<file path="src/rtl/tcg_pkg.sv">
`timescale 1ns/1ps
package tcg_pkg;
  typedef enum logic [1:0] {
    EDGE_RISE = 2'd0,
    EDGE_FALL = 2'd1,
    EDGE_BOTH = 2'd2,
    EDGE_OFF  = 2'd3
  } edge_mode_e;
endpackage

</file>
<file path="src/rtl/tcg_prescaler.sv">
`timescale 1ns/1ps
module tcg_prescaler #(
  parameter int PRE_W = 15,
  parameter int SEL_W = $clog2(PRE_W + 1)
) (
  input  logic             clk_i,
  input  logic             rst_ni,
  input  logic [SEL_W-1:0] ratio_i,
  output logic             tick_o
);
  localparam int TAPS = PRE_W + 1;

  logic [PRE_W-1:0] pre_q;
  logic [TAPS-1:0]  tap;

  always_ff @(posedge clk_i or negedge rst_ni) begin
    if (!rst_ni) pre_q <= '0;
    else         pre_q <= pre_q + PRE_W'(1);
  end

  // tap k fires when the low k bits roll over to zero; tap 0 is constant high
  assign tap[0] = 1'b1;
  for (genvar k = 1; k < TAPS; k++) begin : g_tap
    assign tap[k] = ~|pre_q[k-1:0];
  end

  assign tick_o = tap[ratio_i];
endmodule

</file>
<file path="src/rtl/tcg_pin_edge.sv">
`timescale 1ns/1ps
module tcg_pin_edge
  import tcg_pkg::*;
#(
  parameter int SYNC_STAGES = 2
) (
  input  logic       clk_i,
  input  logic       rst_ni,
  input  logic       pin_i,
  input  edge_mode_e mode_i,
  output logic       edge_o
);
  logic [SYNC_STAGES-1:0] sync_q;
  logic                   prev_q;
  logic                   rise, fall;

  always_ff @(posedge clk_i or negedge rst_ni) begin
    if (!rst_ni) begin
      sync_q <= '0;
      prev_q <= 1'b0;
    end else begin
      sync_q <= {sync_q[SYNC_STAGES-2:0], pin_i};
      prev_q <= sync_q[SYNC_STAGES-1];
    end
  end

  assign rise =  sync_q[SYNC_STAGES-1] & ~prev_q;
  assign fall = ~sync_q[SYNC_STAGES-1] &  prev_q;

  always_comb begin
    unique case (mode_i)
      EDGE_RISE: edge_o = rise;
      EDGE_FALL: edge_o = fall;
      EDGE_BOTH: edge_o = rise | fall;
      default:   edge_o = 1'b0;
    endcase
  end
endmodule

</file>
<file path="src/rtl/tcg_updown_cnt.sv">
`timescale 1ns/1ps
module tcg_updown_cnt #(
  parameter int CNT_W = 16
) (
  input  logic             clk_i,
  input  logic             rst_ni,
  input  logic             stb_i,
  input  logic             gate_i,
  input  logic             up_i,
  output logic [CNT_W-1:0] count_o
);
  always_ff @(posedge clk_i or negedge rst_ni) begin
    if (!rst_ni) count_o <= '0;
    else if (stb_i && gate_i)
      count_o <= up_i ? count_o + CNT_W'(1) : count_o - CNT_W'(1);
  end
endmodule

</file>
<file path="src/rtl/tmr_cnt_clk_gen.sv">
`timescale 1ns/1ps
module tmr_cnt_clk_gen
  import tcg_pkg::*;
#(
  parameter int PRE_W       = 15,
  parameter int CNT_W       = 16,
  parameter int SYNC_STAGES = 2,
  localparam int SEL_W      = $clog2(PRE_W + 1)
) (
  input  logic             clk_i,
  input  logic             rst_ni,
  input  logic             src_sel_i,
  input  logic [SEL_W-1:0] ratio_i,
  input  logic [1:0]       edge_mode_i,
  input  logic             pin_i,
  input  logic             cnt_en_i,
  input  logic             dir_up_i,
  output logic             count_en_o,
  output logic [CNT_W-1:0] count_o
);
  logic pre_tick, pin_tick;

  tcg_prescaler #(.PRE_W(PRE_W), .SEL_W(SEL_W)) u_pre (
    .clk_i   (clk_i),
    .rst_ni  (rst_ni),
    .ratio_i (ratio_i),
    .tick_o  (pre_tick)
  );

  tcg_pin_edge #(.SYNC_STAGES(SYNC_STAGES)) u_pin (
    .clk_i  (clk_i),
    .rst_ni (rst_ni),
    .pin_i  (pin_i),
    .mode_i (edge_mode_e'(edge_mode_i)),
    .edge_o (pin_tick)
  );

  assign count_en_o = src_sel_i ? pin_tick : pre_tick;

  tcg_updown_cnt #(.CNT_W(CNT_W)) u_cnt (
    .clk_i   (clk_i),
    .rst_ni  (rst_ni),
    .stb_i   (count_en_o),
    .gate_i  (cnt_en_i),
    .up_i    (dir_up_i),
    .count_o (count_o)
  );
endmodule

</file>
<file path="config.mk">
export PLATFORM = sky130hd
export DESIGN_NAME = tmr_cnt_clk_gen
export DESIGN_NICKNAME = d
export VERILOG_FILES = /design/src/rtl/tcg_pkg.sv /design/src/rtl/tcg_prescaler.sv /design/src/rtl/tcg_pin_edge.sv /design/src/rtl/tcg_updown_cnt.sv /design/src/rtl/tmr_cnt_clk_gen.sv
export SDC_FILE = /design/constraint.sdc
export NUM_CORES = 1
export LEC_CHECK = 0
export CAP_MARGIN = 15
export CORE_MARGIN = 2
export CORE_UTILIZATION = 45
export CTS_BUF_LIST = sky130_fd_sc_hd__clkbuf_4
export DETAILED_ROUTE_END_ITERATION = 8
export GPL_TIMING_DRIVEN = 0
export PLACE_DENSITY_LB_ADDON = 0.1
export SLEW_MARGIN = 20
export SYNTH_ARGS = -nofsm -noshare
export SYNTH_HDL_FRONTEND = slang
export SYNTH_HIERARCHICAL = 1
export SYNTH_SLANG_ARGS = --single-unit
</file>
<file path="constraint.sdc">
create_clock -name clk_i -period 6.35 [get_ports clk_i]
set_clock_uncertainty 0.05 [all_clocks]
set_input_delay 1.5875 -clock clk_i [delete_from_list [all_inputs] [get_ports clk_i]]
set_output_delay 1.5875 -clock clk_i [all_outputs]
set_load 0.01 [all_outputs]
</file>
==> flow_metrics.py <==
metrics = {
    "synthesis": {
        "syn-num-nets": 267,
        "ys_top_cells_by_area": "dfrtp_1, ha_1, xnor2_1, nand2_1, o21ai_0",
        "syn-mean-instance-area_um2": 9.580,
        "post_synth_most_frequent_cells": "dfrtp_1, nand2_1, ha_1",
        "synth-edff-count": 0,
        "synth_top_cell_area_share_pct": 37.63,
        "area_leader_netlist": "dfrtp_1",
        "post-synth-top-count-cell": "dfrtp_1",
        "ys.warnings.count": 6,
        "synth_flop_cell": "dfrtp_1",
        "synth.yosys.seq_area_share_pct": 37.63,
        "synth-seq-cells": 34,
        "synth_async_sr_flop_share_pct": 100.0,
        "synthesis.area_um2": 2261,
        "yosys.cell_types.count": 51,
        "synthCells": 236,
    },
    "timing": {
        "total_negative_slack_ps": 0,
        "max-slew-margin-rel_pct": 61.74,
        "timing.final.crit_period_ps": 5470,
        "worst_slew_pin_slew_ps": 573.3,
        "final-hold-violation-count": 0,
        "timing.final.crit_share_pct": 86.14,
        "fmax_ghz": 0.1828,
        "slew_violations": 0,
        "timing.final.setup_violations": 0,
        "rsz0062_at_grt": "no",
    },
    "drt": {
        "drc": 0,
        "routed-via-count": 1867,
        "drt-initial-drc-count": 83,
        "postRouteAntennaNets": 0,
        "routed_wirelength_um": 4601,
        "first_pass_iters": 5,
        "vias_per_cell": 5.491,
        "routed_length_per_instance_um": 13.53,
    },
    "outcome": {
        "outcome": "finished, final reports clean",
    },
    "clocking": {
        "numCtsBuffers": 5,
        "cts_tree": "done",
        "number_of_setup_buffers_added_after_cts": 0,
        "clock_tree.root_cell": "clkbuf_4",
        "clock_path_buffers": 2,
        "cts_hold_buf": 0,
        "clkLatencyLatePin_ps": 330,
        "post_cts.resized_instances": 0,
        "cts_max_level": 2,
        "cts_sinks": 34,
        "path_clk_slew_ps": 110,
    },
    "worst_setup_path": {
        "cp-end-kind": "primary output",
        "critical_path_arrival_ps": 3830,
        "critPathLaunchType": "input port",
        "worstPathMaxFanout": 8,
        "timing.setup.critical_path_class": "in2out",
        "worstPathRequired_ps": 4710,
    },
    "grt": {
        "grt_max_degree": 26,
        "grt_first_pass_wirelength_um": 7762,
        "globalRoute.totalOverflow": 0,
        "groute.usage.overall_pct": 18.11,
        "antenna_violations_before_repair": 0,
        "grt_pass1_vias": 1697,
    },
    "die": {
        "die_w_um": 74.88,
        "ios": 29,
        "die_h_um": 74.88,
        "die_area_um2": 5607,
        "core-area_um2": 4786,
        "floorplan.initialDensity_pct": 47.24,
        "number_of_placement_rows": 25,
    },
    "pwr": {
        "leakage_power_total_nw": 1.235,
        "comb_power_share_pct": 52.3,
        "share_clk_of_total_power_pct": 18.6,
        "switching_power_mw": 0.3972,
        "internal_power_mw": 0.6597,
        "pwr-share-seq_pct": 29.2,
        "worst_ir_drop_vdd_mv": 0.1572,
        "switching_share_pct": 37.58,
        "power.density_nw_per_um2": 385.5,
    },
    "placed_design": {
        "dpl.hpwl_um": 3396,
        "place_congestion": 0.8053,
        "port_buffers": 28,
        "post-place-cells": 332,
    },
    "final_layout": {
        "drive_gt1_share_pct": 8.059,
        "diode_insertion_count_for_antenna_repair": 0,
        "fillers": 443,
        "areaGrowthSynthToFinish_pct": 21.25,
        "final_cell_count_no_fill": 340,
        "design.final.nets": 303,
    },
    "worst_hold_path": {
        "min_path_type": "reg2reg",
    },
    "flow_run": {
        "max_cap_violations": 0,
    },
}
==> area by class of cell <==
| type | instances | area, µm² | share of cell area [%] |
|---|---|---|---|
| Sequential cell | 34 | 850.8 | 31.04 |
| Buffer | 4 | 15.01 | 0.5477 |
| Timing Repair Buffer | 29 | 295.3 | 10.77 |
| Clock inverter | 3 | 63.81 | 2.328 |
| Clock buffer | 5 | 37.54 | 1.369 |
| Tap cell | 67 | 83.83 | 3.058 |
| Inverter | 9 | 33.78 | 1.232 |
| Multi-Input combinational cell | 189 | 1361 | 49.66 |
==> sequential cells by signal (all words and copies together) (netlist names) <==
register       flops
u_pre/pre_q       15
u_pin/prev_q       1
u_cnt/count_o     16
u_pin/sync_q       2
==> layer usage <==
layer / part of all wire [%] / global-route usage (%) / up-vias
met5: 0 / 0 / -
met4: 0.63 / 4.960 / 0
met3: 3.0 / 3.614 / 2
met2: 51 / 31.09 / 30
met1: 46 / 23.27 / 891
li1: - / - / 944
==> placed cells by master, fill, tap and decap left out, types with 3 or more instances in the layout <==
master           netlist  routed
dfrtp_1               34      34
clkdlybuf4s50_1        0      27
nand2_1               22      22
ha_1                  18      18
o21ai_0               16      16
a21oi_1               15      15
xnor2_1               14      14
nand3_1               11      11
inv_1                  9       9
xor2_1                 8       8
nor2_1                 8       8
nand4_1                6       6
clkbuf_4               0       5
and3_1                 5       5
nor3_1                 5       5
clkbuf_1               4       4
a21o_1                 4       4
nand2b_1               3       3
a31oi_1                3       3
nor3b_1                3       3
nor2b_1                3       3
==> power groups by stage <==
| stage | registers [mW] | logic, mW | clock network, mW |
|---|---|---|---|
| 5_1_grt | 0.318 | 0.616 | 0.211 |
| 2_1_floorplan | 0.329 | 0.355 | 0 |
| 6_report | 0.309 | 0.552 | 0.196 |
| 4_1_cts | 0.310 | 0.552 | 0.201 |
| 3_3_place_gp | 0.312 | 0.545 | 0 |
| 3_5_place_dp | 0.314 | 0.550 | 0 |
==> cells by family (layout without fill, tap and decap cells) <==
kind of cell    Yosys count  in the layout  synth area share [%]
simple gates             79             79                 19.04
fa+ha+maj                19             19                 10.85
buf+inv                  13             50                 2.158
compound gates           64             64                 19.26
flops                    34             34                 37.63
xor+xnor                 22             22                 8.523
mux                       5              5                 2.545
==> stage by stage <==
stage	setup WS [ps]	power, mW	instance area (µm²)	util, %	hold WS, ps
2_1_floorplan	2135	0.6844	2261	-	281.2
3_3_place_gp	852.5	0.8566	2625	54.85	285.5
3_5_place_dp	865.9	0.8642	2640	55.16	288.1
4_1_cts	862.0	1.064	2741	57.28	314.3
5_1_grt	715.9	1.145	2741	57.28	328.8
6_report	880.0	1.057	2741	57.28	309.5
==> path summary, 6_finish.rpt <==
path                       cells after the start                            end  slack, ps                 startpoint
max                                            7                     count_en_o        880                 ratio_i[1]
min                                            0      u_pin/sync_q[1]$_DFF_PN0_        310  u_pin/sync_q[0]$_DFF_PN0_
max reg2reg                                   12  u_cnt/count_o[13]$_DFFE_PN0P_       3530   u_pre/pre_q[0]$_DFF_PN0_
min reg2reg                                    0      u_pin/sync_q[1]$_DFF_PN0_        310  u_pin/sync_q[0]$_DFF_PN0_
max in group asynchronous                      2      u_pre/pre_q[10]$_DFF_PN0_       4780                     rst_ni
min in group asynchronous                      1   u_cnt/count_o[4]$_DFFE_PN0P_       1060                     rst_ni
==> critical path: stages <==
cell and delay (ps):
clkdlybuf4s50_1 600, mux2_2 370, a2111oi_2 340, a21oi_1 80, o31ai_1 90, mux2_4 230
clkdlybuf4s50_1 530
Power figures use the tool's default switching activity.
